File: config.mk
export PLATFORM = sky130hd
export DESIGN_NAME = gpx_regfile
export DESIGN_NICKNAME = d
export VERILOG_FILES = /design/src/rtl/gpx_pkg.sv /design/src/rtl/gpx_xfer_ctrl.sv /design/src/rtl/gpx_reg_bank.sv /design/src/rtl/gpx_pin_sync.sv /design/src/rtl/gpx_irq.sv /design/src/rtl/gpx_regfile.sv
export SDC_FILE = /design/constraint.sdc
export NUM_CORES = 1
export LEC_CHECK = 0
export BUFFER_PORTS_ARGS = -buffer_cell sky130_fd_sc_hd__buf_4
export CELL_PAD_IN_SITES_DETAIL_PLACEMENT = 1
export CELL_PAD_IN_SITES_GLOBAL_PLACEMENT = 2
export CORE_ASPECT_RATIO = 0.5
export CORE_UTILIZATION = 34
export DETAILED_ROUTE_END_ITERATION = 10
export PLACE_DENSITY = 0.77
export SYNTH_ARGS = -nofsm -noshare
export SYNTH_HDL_FRONTEND = slang
export SYNTH_SLANG_ARGS = --single-unit
File: constraint.sdc
create_clock -name clk -period 2.4 [get_ports clk]
set_clock_uncertainty 0.1 [all_clocks]
set_input_delay 0.12 -clock clk [delete_from_list [all_inputs] [get_ports clk]]
set_output_delay 0.12 -clock clk [all_outputs]
set_load 0.05 [all_outputs]
File: src/rtl/gpx_pkg.sv
`timescale 1ns/1ps
package gpx_pkg;
    parameter int unsigned BYTE_W  = 8;
    parameter int unsigned PTR_W   = 3;
    parameter int unsigned SYNC_STAGES = 2;
    localparam int unsigned NUM_REGS = 1 << PTR_W;

    typedef logic [BYTE_W-1:0] byte_t;

    typedef enum logic [PTR_W-1:0] {
        IDX_INPUT    = 3'd0,
        IDX_POLARITY = 3'd1,
        IDX_PULL_EN  = 3'd2,
        IDX_PULL_SEL = 3'd3,
        IDX_CONFIG   = 3'd4,
        IDX_OUTPUT   = 3'd5,
        IDX_IRQ_MASK = 3'd6,
        IDX_IRQ_STAT = 3'd7
    } reg_idx_e;

    typedef enum logic [1:0] {
        PH_IDLE,
        PH_CMD,
        PH_WDATA,
        PH_RDATA
    } phase_e;

    typedef struct packed {
        logic     en;
        reg_idx_e idx;
        byte_t    data;
    } wr_req_t;

    typedef struct packed {
        byte_t pol;
        byte_t pen;
        byte_t psel;
        byte_t cfg;
        byte_t outp;
        byte_t mask;
    } ctrl_regs_t;

    localparam byte_t DEF_POL  = '0;
    localparam byte_t DEF_PEN  = '0;
    localparam byte_t DEF_PSEL = '1;
    localparam byte_t DEF_CFG  = '1;
    localparam byte_t DEF_OUTP = '0;
    localparam byte_t DEF_MASK = '1;

    function automatic ctrl_regs_t regs_default();
        ctrl_regs_t r;
        r.pol  = DEF_POL;
        r.pen  = DEF_PEN;
        r.psel = DEF_PSEL;
        r.cfg  = DEF_CFG;
        r.outp = DEF_OUTP;
        r.mask = DEF_MASK;
        return r;
    endfunction

    function automatic logic is_read_only(reg_idx_e i);
        return (i == IDX_INPUT) || (i == IDX_IRQ_STAT);
    endfunction

    function automatic reg_idx_e ptr_from_cmd(byte_t cmd);
        return reg_idx_e'(cmd[PTR_W-1:0]);
    endfunction
endpackage

File: src/rtl/gpx_xfer_ctrl.sv
`timescale 1ns/1ps
module gpx_xfer_ctrl
    import gpx_pkg::*;
(
    input  logic     clk,
    input  logic     rst,
    input  logic     start_stb,
    input  logic     stop_stb,
    input  logic     addr_stb,
    input  logic     addr_rw,
    input  logic     rx_stb,
    input  byte_t    rx_byte,
    input  logic     req_stb,
    output reg_idx_e ptr,
    output wr_req_t  wr,
    output logic     rd_stb
);
    phase_e phase_q;
    logic   frame_edge;

    assign frame_edge = start_stb | stop_stb;

    always_ff @(posedge clk) begin
        if (rst) begin
            phase_q <= PH_IDLE;
            ptr     <= IDX_INPUT;
        end else if (frame_edge) begin
            phase_q <= PH_IDLE;
        end else if (addr_stb) begin
            phase_q <= addr_rw ? PH_RDATA : PH_CMD;
        end else if (rx_stb && phase_q == PH_CMD) begin
            ptr     <= ptr_from_cmd(rx_byte);
            phase_q <= PH_WDATA;
        end
    end

    always_comb begin
        wr.en   = rx_stb && !frame_edge && !addr_stb && (phase_q == PH_WDATA);
        wr.idx  = ptr;
        wr.data = rx_byte;
        rd_stb  = req_stb && !frame_edge && (phase_q == PH_RDATA);
    end

    // command byte loads the pointer from its low bits
    a_r1_ptr_from_cmd: assert property (@(posedge clk) disable iff (rst)
        (phase_q == PH_CMD && rx_stb && !frame_edge && !addr_stb)
        |=> (ptr == reg_idx_e'($past(rx_byte[PTR_W-1:0]))));

    // a read address phase keeps the pointer
    a_r7_ptr_kept: assert property (@(posedge clk) disable iff (rst)
        (addr_stb && addr_rw && !frame_edge) |=> $stable(ptr));
endmodule

File: src/rtl/gpx_reg_bank.sv
`timescale 1ns/1ps
module gpx_reg_bank
    import gpx_pkg::*;
(
    input  logic       clk,
    input  logic       rst,
    input  wr_req_t    wr,
    output ctrl_regs_t regs
);
    always_ff @(posedge clk) begin
        if (rst) begin
            regs <= regs_default();
        end else if (wr.en && !is_read_only(wr.idx)) begin
            case (wr.idx)
                IDX_POLARITY: regs.pol  <= wr.data;
                IDX_PULL_EN:  regs.pen  <= wr.data;
                IDX_PULL_SEL: regs.psel <= wr.data;
                IDX_CONFIG:   regs.cfg  <= wr.data;
                IDX_OUTPUT:   regs.outp <= wr.data;
                IDX_IRQ_MASK: regs.mask <= wr.data;
                default: ;
            endcase
        end
    end

    // writes aimed at read-only pointers leave the bank untouched
    a_r6_ro_ignored: assert property (@(posedge clk) disable iff (rst)
        (wr.en && is_read_only(wr.idx)) |=> $stable(regs));

    // a polarity write leaves the other registers as they were
    a_r11_isolated_write: assert property (@(posedge clk) disable iff (rst)
        (wr.en && wr.idx == IDX_POLARITY)
        |=> $stable({regs.pen, regs.psel, regs.cfg, regs.outp, regs.mask}));
endmodule

File: src/rtl/gpx_pin_sync.sv
`timescale 1ns/1ps
module gpx_pin_sync #(
    parameter int unsigned W      = 8,
    parameter int unsigned STAGES = 2
) (
    input  logic         clk,
    input  logic         rst,
    input  logic [W-1:0] d_async,
    output logic [W-1:0] q_sync
);
    logic [STAGES-1:0][W-1:0] chain;

    genvar s;
    generate
        for (s = 0; s < STAGES; s++) begin : g_stage
            if (s == 0) begin : g_first
                always_ff @(posedge clk) begin
                    if (rst) chain[s] <= '0;
                    else     chain[s] <= d_async;
                end
            end else begin : g_next
                always_ff @(posedge clk) begin
                    if (rst) chain[s] <= '0;
                    else     chain[s] <= chain[s-1];
                end
            end
        end
    endgenerate

    assign q_sync = chain[STAGES-1];
endmodule

File: src/rtl/gpx_irq.sv
`timescale 1ns/1ps
module gpx_irq
    import gpx_pkg::*;
(
    input  logic  clk,
    input  logic  rst,
    input  byte_t in_sync,
    input  byte_t mask,
    input  logic  clr_stb,
    output byte_t change,
    output byte_t status,
    output logic  irq
);
    byte_t prev_q;

    assign change = in_sync ^ prev_q;

    always_ff @(posedge clk) begin
        if (rst) begin
            prev_q <= '0;
            status <= '0;
        end else begin
            prev_q <= in_sync;
            status <= (clr_stb ? '0 : status) | (change & ~mask);
        end
    end

    assign irq = |status;

    // a masked bit never becomes set
    a_r9_masked_quiet: assert property (@(posedge clk) disable iff (rst)
        (status & ~$past(status) & $past(mask)) == '0);

    // a clearing read with no new change empties the status
    a_r10_clear_on_read: assert property (@(posedge clk) disable iff (rst)
        (clr_stb && change == '0) |=> (status == '0));
endmodule

File: src/rtl/gpx_regfile.sv
`timescale 1ns/1ps
module gpx_regfile
    import gpx_pkg::*;
(
    input  logic        clk,
    input  logic        rst,
    input  logic        start_stb,
    input  logic        stop_stb,
    input  logic        addr_stb,
    input  logic        addr_rw,
    input  logic        rx_stb,
    input  logic [7:0]  rx_byte,
    input  logic        req_stb,
    output logic [7:0]  tx_byte,
    input  logic [7:0]  pin_in,
    output logic [7:0]  pin_out,
    output logic [7:0]  pin_oe,
    output logic [7:0]  pull_en,
    output logic [7:0]  pull_sel,
    output logic [7:0]  in_image,
    output logic        irq
);
    reg_idx_e   ptr;
    wr_req_t    wr;
    logic       rd_stb;
    ctrl_regs_t regs;
    byte_t      in_sync;
    byte_t      change;
    byte_t      status;
    byte_t      rd_mux;
    logic       clr_stb;

    gpx_xfer_ctrl u_ctrl (
        .clk       (clk),
        .rst       (rst),
        .start_stb (start_stb),
        .stop_stb  (stop_stb),
        .addr_stb  (addr_stb),
        .addr_rw   (addr_rw),
        .rx_stb    (rx_stb),
        .rx_byte   (rx_byte),
        .req_stb   (req_stb),
        .ptr       (ptr),
        .wr        (wr),
        .rd_stb    (rd_stb)
    );

    gpx_reg_bank u_bank (
        .clk  (clk),
        .rst  (rst),
        .wr   (wr),
        .regs (regs)
    );

    gpx_pin_sync #(.W(BYTE_W), .STAGES(SYNC_STAGES)) u_sync (
        .clk     (clk),
        .rst     (rst),
        .d_async (pin_in),
        .q_sync  (in_sync)
    );

    assign clr_stb = rd_stb && (ptr == IDX_INPUT);

    gpx_irq u_irq (
        .clk     (clk),
        .rst     (rst),
        .in_sync (in_sync),
        .mask    (regs.mask),
        .clr_stb (clr_stb),
        .change  (change),
        .status  (status),
        .irq     (irq)
    );

    assign in_image = in_sync ^ regs.pol;
    assign pin_oe   = ~regs.cfg;
    assign pin_out  = regs.outp & ~regs.cfg;
    assign pull_en  = regs.pen;
    assign pull_sel = regs.psel;

    always_comb begin
        case (ptr)
            IDX_INPUT:    rd_mux = in_image;
            IDX_POLARITY: rd_mux = regs.pol;
            IDX_PULL_EN:  rd_mux = regs.pen;
            IDX_PULL_SEL: rd_mux = regs.psel;
            IDX_CONFIG:   rd_mux = regs.cfg;
            IDX_OUTPUT:   rd_mux = regs.outp;
            IDX_IRQ_MASK: rd_mux = regs.mask;
            default:      rd_mux = status;
        endcase
    end

    always_ff @(posedge clk) begin
        if (rst)         tx_byte <= '0;
        else if (rd_stb) tx_byte <= rd_mux;
    end

    // leaving reset, every pin is undriven and no interrupt is pending
    a_r2_reset_state: assert property (@(posedge clk) disable iff (rst)
        $fell(rst) |-> (pin_oe == '0 && pin_out == '0 && irq == 1'b0));
endmodule

==> impl_metrics.json, run 1 <==
{
  "clock_sinks": 93,
  "grt_max_degree": 84,
  "final_cell_mix": "93 x dfxtp_1, 89 x buf_4, 73 x nor2_1, 39 x nor2b_1, 29 x mux2i_1",
  "worstPathArrival_ns": 2.22,
  "ctsResizeCount": 0,
  "ys_warn_count": 0,
  "fp.dieW_microns": 157,
  "cp_max_fo": 8,
  "cts_made_buffers": 9,
  "slowest_stage": "dlygate4sd3_1",
  "worstSetupPathType": "in -> reg",
  "path_clk_slew_ns": 0.07,
  "num-fill-cells": 1308,
  "reg2reg_from": "u_ctrl.ptr[0]",
  "wire_per_inst_microns": 17.7,
  "setup_slack_ns": 0.276,
  "drt_iter0_markers": 191,
  "fmax_mhz": 471,
  "synth.cell_area_sq_um": 4080,
  "critPathBufInv": 2,
  "root_buffer": "clkbuf_16",
  "dr.pass1.iters": 4,
  "rows": 27,
  "gp_congestion": 0.850,
  "grtUsageTotal_pct": 20.3,
  "io-pin-count": 73,
  "layout_commonest_cell": "dfxtp_1",
  "worstHoldStart": "rx_stb",
  "finalHoldViolCount": 0,
  "vias_per_cell": 4.93,
  "finalCritPeriodShare_pct": 88.5,
  "synth_nets": 471,
  "ys_seq_elements": 93,
  "synthDistinctLibCells": 42,
  "die_h_microns": 79.4,
  "crit_path_start_kind": "input port",
  "clk_latency_ns": 0.34,
  "slew_headroom_pct": 39.8,
  "design_power_total_mw": 3.22,
  "tns_ns": 0,
  "port_buffers": 72,
  "syn_inst": 447,
  "hold_slack_ns": 0.0560,
  "worst_slew_pin_slew_ns": 0.904,
  "clock_path_buffers": 2,
  "final_util_pct": 46.1,
  "slew_violations": 0,
  "grt_pass1_wl_microns": 18600,
  "fin_nets": 549,
  "avgSynthCellArea_sq_um": 9.12,
  "gr-total-overflow": 0,
  "vdd_drop_max_mv": 0.361,
  "drv_cap": 0,
  "antenna_cells": 0,
  "antenna_found_initial": 1,
  "end_kind": "flip-flop",
  "drt_wl_total_microns": 12200,
  "status": "finished, final reports clean",
  "synth_largest_area_cell": "dfxtp_1",
  "drtAntennaViolNets": 0,
  "post_cts_buffers": 0,
  "p_leak_nw": 2.39,
  "rsz0062_at_grt": "false",
  "area_growth_pct": 27.9,
  "route.detailed.drc": 0,
  "yosysSeqAreaShare_pct": 45.7,
  "cp_cell_sequence": "dlygate4sd3_1 -> buf_4 -> nor4b_4 -> nand4_2 -> mux2i_1 -> nor2_1",
  "powerDensity_nw_per_um2": 618,
  "synth_top_area_share_pct": 45.7,
  "pre_cts_ws_ns": 0.463,
  "grt_pass1_vias": 3304,
  "cts_max_level": 3,
  "critical_path_required_ns": 2.49,
  "dpl.hpwl_microns": 8880,
  "max_stage_delay_ns": 0.54,
  "startpoint": "addr_stb",
  "cp_top_family": "simple AND/OR/NAND/NOR gates",
  "cts_tree": "done",
  "ys_top_cells_by_area": "dfxtp_1 46%, mux2i_1 7.1%, nor2_1 6.7%",
  "hp-class": "in -> reg",
  "fin_crit_ns": 2.12,
  "die-area_sq_um": 12500,
  "num_vias": 3396,
  "coreArea_sq_um": 11300,
  "drive_gt1_share_pct": 21.7,
  "finalSetupViolations": 0,
  "initial_utilization_pct": 36.0
}
[stage by stage]
step           instances  cell area (sq um)
2_1_floorplan        447               4080
3_3_place_gp         655               4730
3_5_place_dp         655               4730
4_1_cts              689               5210
5_1_grt              689               5210
6_report             689               5210
[area by class of cell]
class,count,area [sq um],share of cell area [%]
sequential,93,1860,35.7
clock buffer,9,225,4.32
inverter,19,71.3,1.37
tap,159,199,3.82
timing repair buffer,107,848,16.3
clock inverter,7,81.3,1.56
multi-input combinational,295,1930,37.0
[sequential cells by signal (all words and copies together), names as in the netlist]
signal and cells:
tx_byte 8, u_bank.regs 48, u_ctrl.phase_q 2, u_ctrl.ptr 3, u_irq.prev_q 8, u_irq.status 8, u_sync.chain 8, u_sync.q_sync 8
[power by group]
part	internal, mW	switching, mW
combinational	0.0793	0.0945
sequential	1.56	0.0123
clock	0.823	0.655
total	2.46	0.762
[cell families after synthesis]
group | synth area share, %
xor+xnor | 3.65
compound gates | 15.8
flops | 45.7
mux | 8.78
buf+inv | 7.06
simple gates | 19.0
[final timing paths]
| kind | endpoint | slack [ns] | cells after the start |
|---|---|---|---|
| setup reg to reg | tx_byte[1] | 0.43 | 4 |
| setup / recovery | u_bank.regs[33] | 0.28 | 6 |
| hold / removal | u_ctrl.phase_q[0] | 0.06 | 4 |
| hold reg to reg | u_sync.q_sync[2] | 0.35 | 1 |
[cell usage after synthesis]
master / count
o311a_1: 1
a22o_1: 5
buf_1: 2
o21a_1: 2
nor2_1: 73
nand3b_1: 2
buf_2: 5
o2bb2ai_1: 2
xnor2_1: 9
nand2b_1: 2
mux2i_1: 29
xor2_1: 8
a211o_1: 26
nand3_1: 4
o21ai_0: 16
inv_1: 19
a221o_1: 1
nand4_1: 3
a21oi_1: 16
clkbuf_1: 17
a32oi_1: 3
nor4_1: 2
a221oi_1: 1
o221ai_1: 1
dfxtp_1: 93
nor3b_1: 1
and3_1: 4
nor2b_1: 39
a311o_1: 1
a32o_1: 4
mux2_2: 6
a2bb2oi_1: 1
nor3_1: 2
and2_1: 3
nand4_2: 2
a31oi_1: 3
nand2_1: 16
a31o_2: 1
nor4b_4: 1
and3b_1: 1
o211ai_1: 4
buf_4: 16
[what timing repair did]
action | 4_1_cts | 5_1_grt
endpoints found under the setup margin | 0 | 0
hold endpoints to repair | 37 | 0
hold buffers | 18 | 0
[worst register-to-register path, cell delays in order (launching register included)]
cell,delay (ns)
dfxtp_1,0.69
mux2_2,0.42
a22o_1,0.22
a221oi_1,0.28
o21ai_0,0.13
[routing by layer]
metal / wire length (microns) / GRT usage, % / share of wire (%) / up-vias
li1: - / - / - / 1676
met1: 6810 / 30.9 / 56 / 1654
met2: 4750 / 28.1 / 39 / 59
met3: 539 / 5.10 / 4.4 / 7
met4: 105 / 4.41 / 0.86 / 0
met5: 0 / 0 / 0 / -
(Power assumes the default switching activity.)
==> inputs of run 2 (changes only) <==
--- a/config.mk
+++ b/config.mk
@@ -9,6 +9,7 @@
 export CELL_PAD_IN_SITES_DETAIL_PLACEMENT = 1
 export CELL_PAD_IN_SITES_GLOBAL_PLACEMENT = 2
 export CORE_ASPECT_RATIO = 0.5
+export CORE_MARGIN = 2
 export CORE_UTILIZATION = 34
 export DETAILED_ROUTE_END_ITERATION = 10
 export PLACE_DENSITY = 0.77
==> impl_metrics.json, run 2 (synthesized netlist as in run 1, its figures left out) <==
{
  "status": "finished, final reports clean",
  "area_growth_pct": 28.1,
  "grt_pass1_vias": 3203,
  "slowest_stage": "dlygate4sd3_1",
  "final_util_pct": 44.5,
  "layout_commonest_cell": "dfxtp_1",
  "hp-class": "in -> reg",
  "crit_path_start_kind": "input port",
  "cp_max_fo": 8,
  "gr-total-overflow": 0,
  "fin_nets": 549,
  "cts_tree": "done",
  "ff2ff_setup_slack_ns": 0.42,
  "worstHoldStart": "rst",
  "antenna_found_initial": 0,
  "reg2reg_from": "u_ctrl.ptr[0]",
  "cts_made_buffers": 9,
  "startpoint": "addr_stb",
  "drtAntennaViolNets": 0,
  "cp_cell_sequence": "dlygate4sd3_1 -> buf_4 -> nor4b_4 -> nand4_2 -> mux2i_1 -> nor2_1",
  "critical_path_required_ns": 2.50,
  "finalSetupViolations": 0,
  "path_clk_slew_ns": 0.07,
  "slew_headroom_pct": 51.6,
  "fp.dieW_microns": 159,
  "grtUsageTotal_pct": 18.9,
  "num_vias": 3389,
  "worstPathArrival_ns": 2.13,
  "clock_path_buffers": 2,
  "root_buffer": "clkbuf_16",
  "drt_wl_total_microns": 11900,
  "io-pin-count": 73,
  "route.detailed.drc": 0,
  "gp_congestion": 0.844,
  "clk_latency_ns": 0.35,
  "antenna_cells": 0,
  "fin_crit_ns": 2.02,
  "rows": 28,
  "dpl.hpwl_microns": 8640,
  "post_cts_buffers": 0,
  "whs_endpoint": "u_sync.chain[3]",
  "grt_pass1_wl_microns": 18300,
  "initial_utilization_pct": 34.7,
  "regMostFlops": "u_bank.regs",
  "cts_max_level": 3,
  "drive_gt1_share_pct": 21.7,
  "final_cell_mix": "93 x dfxtp_1, 89 x buf_4, 73 x nor2_1, 39 x nor2b_1, 29 x mux2i_1",
  "ctsResizeCount": 0,
  "clock_sinks": 93,
  "max_stage_delay_ns": 0.54,
  "worstSetupPathType": "in -> reg",
  "wire_per_inst_microns": 17.1,
  "worst_slew_pin_slew_ns": 0.725,
  "p_leak_nw": 2.41,
  "finalCritPeriodShare_pct": 84.2,
  "finalHoldViolCount": 0,
  "coreArea_sq_um": 11700,
  "vias_per_cell": 4.88,
  "vdd_drop_max_mv": 0.356,
  "largest_reg_flops": 48,
  "reg2reg_depth": 4,
  "fmax_mhz": 495,
  "drv_cap": 0,
  "port_buffers": 72,
  "grt_max_degree": 66,
  "die-area_sq_um": 12900,
  "end_kind": "flip-flop",
  "rr_endpoint": "tx_byte[1]",
  "hold_depth": 2,
  "hold_slack_ns": 0.0104,
  "die_h_microns": 81.4,
  "powerDensity_nw_per_um2": 619,
  "rsz0062_at_grt": "false",
  "dr.pass1.iters": 4,
  "tns_ns": 0,
  "slew_violations": 0,
  "holdBufCountCts": 18,
  "drt_iter0_markers": 175
}
==> run 2: cell count changes in the layout (fill, tap and decap cells not counted), sizes merged <==
cell      previous run  this run
clkinv               0         3
inv                 22        21
clkinvlp             3         0
clkbuf               9        10
==> run 2: power breakdown <==
part           switching [mW]  internal [mW]
clock network           0.639          0.846
logic                  0.0961         0.0810
registers              0.0111           1.56
==> run 2: how the worst max path moves through the flow <==
stage	endpoint	slack, ns	cells past startpoint
finish	u_bank.regs[41]	0.38	6
global route	tx_byte[4]	0.20	4
floorplan	tx_byte[0]	0.64	4
detailed placement	tx_byte[4]	0.42	4
global placement	tx_byte[4]	0.45	4
CTS	u_bank.regs[41]	0.37	6
==> run 2: cell type report <==
type,count,area [sq um]
timing repair buffer,107,848
inverter,19,71.3
clock buffer,10,239
clock inverter,6,70.1
fill,1360,6510
sequential,93,1860
tap,165,206
multi-input combinational,295,1930
==> run 2: layer usage <==
| layer | track usage (%) | part of all wire (%) | routed length (microns) |
|---|---|---|---|
| met4 | 5.18 | 1.1 | 126 |
| met2 | 26.1 | 39 | 4600 |
| met5 | 0 | 0 | 0 |
| met3 | 3.99 | 4.9 | 579 |
| met1 | 29.1 | 55 | 6590 |
==> run 2: critical path: cells and delay by family <==
family | cells | cell delay (ns)
AND/OR/NAND/NOR | 3 | 1.03
multiplexers | 1 | 0.27
buffers and inverters | 2 | 0.70
==> run 2: stage by stage <==
stage | total power, mW | area, sq um | setup slack [ns] | cells
6_report | 3.23 | 5220 | 0.379 | 695
3_5_place_dp | 1.76 | 4730 | 0.423 | 661
3_3_place_gp | 1.76 | 4730 | 0.453 | 661
5_1_grt | 3.36 | 5220 | 0.203 | 695
4_1_cts | 3.28 | 5220 | 0.374 | 695
2_1_floorplan | 1.69 | 4080 | 0.643 | 447
==> inputs of run 3 (changes only) <==
--- a/config.mk
+++ b/config.mk
@@ -5,14 +5,15 @@
 export SDC_FILE = /design/constraint.sdc
 export NUM_CORES = 1
 export LEC_CHECK = 0
+export ABC_AREA = 1
 export BUFFER_PORTS_ARGS = -buffer_cell sky130_fd_sc_hd__buf_4
 export CELL_PAD_IN_SITES_DETAIL_PLACEMENT = 1
 export CELL_PAD_IN_SITES_GLOBAL_PLACEMENT = 2
 export CORE_ASPECT_RATIO = 0.5
 export CORE_MARGIN = 2
-export CORE_UTILIZATION = 34
+export CORE_UTILIZATION = 28
 export DETAILED_ROUTE_END_ITERATION = 10
-export PLACE_DENSITY = 0.77
+export PLACE_DENSITY = 0.71
 export SYNTH_ARGS = -nofsm -noshare
 export SYNTH_HDL_FRONTEND = slang
 export SYNTH_SLANG_ARGS = --single-unit
==> constraint.sdc (replaced) <==
create_clock -name clk -period 1.7 [get_ports clk]
set_clock_uncertainty 0.1 [all_clocks]
set_input_delay 0.085 -clock clk [delete_from_list [all_inputs] [get_ports clk]]
set_output_delay 0.085 -clock clk [all_outputs]
set_load 0.05 [all_outputs]
==> impl_metrics.json, run 3 <==
{
  "largest_reg_flops": 48,
  "critical_path_required_ns": 1.83,
  "worstPathArrival_ns": 1.77,
  "whs_endpoint": "u_ctrl.ptr[2]",
  "num_vias": 4013,
  "dpl.hpwl_microns": 10600,
  "synth_nets": 600,
  "wirelength_met1_microns": 7730,
  "ys_seq_elements": 93,
  "worst_slew_pin_slew_ns": 0.526,
  "die-area_sq_um": 16300,
  "die_h_microns": 91.4,
  "coreArea_sq_um": 14700,
  "yosysMostFrequentCell": "nand2_1",
  "fmax_mhz": 609,
  "num-fill-cells": 1832,
  "grt_pass1_vias": 3910,
  "grt_max_degree": 49,
  "cp_max_fo": 16,
  "fp.dieW_microns": 179,
  "regMostFlops": "u_bank.regs",
  "rsz0062_at_grt": "true",
  "powerDensity_nw_per_um2": 801,
  "port_buffers": 72,
  "antenna_found_initial": 0,
  "cts_max_level": 3,
  "drive_gt1_share_pct": 21.1,
  "ys.flop_type": "dfxtp_1",
  "grtUsageTotal_pct": 18.5,
  "avgSynthCellArea_sq_um": 7.43,
  "io-pin-count": 73,
  "fin_nets": 681,
  "clk_latency_ns": 0.35,
  "layout_commonest_cell": "nand2_1",
  "route.detailed.drc": 0,
  "synth_edf_count": 0,
  "hold_depth": 5,
  "wire_per_inst_microns": 16.9,
  "slew_headroom_pct": 64.9,
  "initial_utilization_pct": 29.1,
  "synth_top_area_share_pct": 43.5,
  "finalCritPeriodShare_pct": 96.6,
  "finalSetupViolations": 0,
  "ff2ff_setup_slack_ns": 0.09,
  "gr-total-overflow": 0,
  "pre_cts_ws_ns": 0.00126,
  "fin_crit_ns": 1.64,
  "cts_tree": "done",
  "combPwrFrac_pct": 6.3,
  "finalHoldViolCount": 0,
  "design_power_total_mw": 4.45,
  "ys_top_cells_by_area": "dfxtp_1 44%, nand2_1 8.5%, nor2_1 8.0%",
  "end_kind": "flip-flop",
  "stdcell_area_sq_um": 5550,
  "vias_per_cell": 4.67,
  "reg2reg_depth": 8,
  "reg2reg_from": "u_ctrl.ptr[1]",
  "seqPwrFrac_pct": 49.8,
  "synth_largest_area_cell": "dfxtp_1",
  "swShare_pct": 24.8,
  "dr.pass1.iters": 4,
  "grt_pass1_wl_microns": 22800,
  "hp-class": "in -> reg",
  "ys_warn_count": 0,
  "top_layer_used": "met4",
  "drt_iter0_markers": 183,
  "area_growth_pct": 29.8,
  "yosysSeqAreaShare_pct": 43.5,
  "power.internal_mw": 3.35,
  "placed_area_sq_um": 4990,
  "slew_violations": 0,
  "clock_path_buffers": 2,
  "drv_cap": 0,
  "drtAntennaViolNets": 0,
  "met2_length_microns": 5780,
  "rr_endpoint": "tx_byte[6]",
  "cts_made_buffers": 9,
  "drt_wl_total_microns": 14500,
  "path_clk_slew_ns": 0.07,
  "vdd_drop_max_mv": 0.460,
  "crit_path_start_kind": "input port",
  "synth.cell_area_sq_um": 4280,
  "numPlacedInstances": 820,
  "clockPowerShare_pct": 43.9,
  "synthTopCellsByCount": "97 x nand2_1, 93 x dfxtp_1, 91 x nor2_1",
  "status": "finished, final reports clean",
  "rows": 31,
  "worstHoldStart": "start_stb",
  "gp_congestion": 0.806,
  "final_cell_mix": "94 x nand2_1, 90 x dfxtp_1, 89 x nor2_1, 88 x buf_4, 68 x inv_1",
  "fin_cells": 860,
  "tns_ns": 0,
  "met3_length_microns": 909,
  "syn_inst": 576,
  "setup_slack_ns": 0.0581,
  "worstSetupPathType": "in -> reg",
  "synthDistinctLibCells": 28,
  "root_buffer": "clkbuf_16",
  "p_leak_nw": 2.67,
  "p_sw_mw": 1.10,
  "clock_sinks": 93,
  "antenna_cells": 0,
  "async_flop_share_pct": 0
}
[run 3: worst max path at each step]
stage	end	start	cells after the start	slack (ns)
after floorplan	u_bank.regs[21]	u_ctrl.phase_q[0]	8	0.27
after global placement	u_bank.regs[34]	u_ctrl.phase_q[0]	7	0.07
after detailed placement	u_bank.regs[38]	u_ctrl.phase_q[0]	7	0.001
after CTS	u_bank.regs[8]	addr_stb	8	0.006
after global routing	u_bank.regs[2]	addr_stb	9	-0.05
final	u_bank.regs[18]	addr_stb	9	0.06
[run 3: logic make-up after synthesis]
family,Yosys count,synth area share (%)
AO/OA/AOI/OAI,96,14.1
buffers and inverters,118,12.8
flip-flops,93,43.5
AND/OR/NAND/NOR,269,29.5
[run 3: power groups by stage]
stage	sequential (mW)	clock (mW)	combinational, mW
after floorplan	2.26	0	0.127
after global placement	2.27	0	0.240
after detailed placement	2.27	0	0.240
after CTS	2.22	1.99	0.279
after global routing	2.22	2.07	0.307
final	2.22	1.95	0.280
[run 3: cell type report]
cell class / count / area (sq um) / share of cell area, %
multi-input combinational: 365 / 1900 / 34.1
sequential: 93 / 1870 / 33.6
clock inverter: 5 / 36.3 / 0.653
tap: 198 / 248 / 4.46
inverter: 72 / 273 / 4.91
timing repair buffer: 116 / 992 / 17.9
clock buffer: 11 / 243 / 4.37
[run 3: per-stage QoR]
step	hold slack, ns	utilization, %
after global routing	0.213	37.8
after floorplan	0.0920	-
after global placement	0.192	33.9
after detailed placement	0.194	33.9
final	0.175	37.8
after CTS	0.174	37.3
[run 3: timing repair]
item	4_1_cts	5_1_grt
buffers inserted	0	2
hold buffers	22	0
pin swaps	0	1
endpoints found under the hold margin	32	0
gates resized for setup	1	14
setup endpoints to repair	1	32
[run 3: worst max-delay path, stage by stage]
cell	delay [ns]
dlygate4sd3_1	0.53
buf_4	0.13
inv_1	0.10
nand2_2	0.12
nor2_8	0.22
buf_4	0.16
nand3_4	0.20
nand2_1	0.15
o211ai_2	0.08
[run 3: routing by layer]
layer,vias up,track usage (%)
met1,1876,28.7
li1,2039,-
met5,-,0
met4,0,3.86
met3,8,3.73
met2,90,25.7
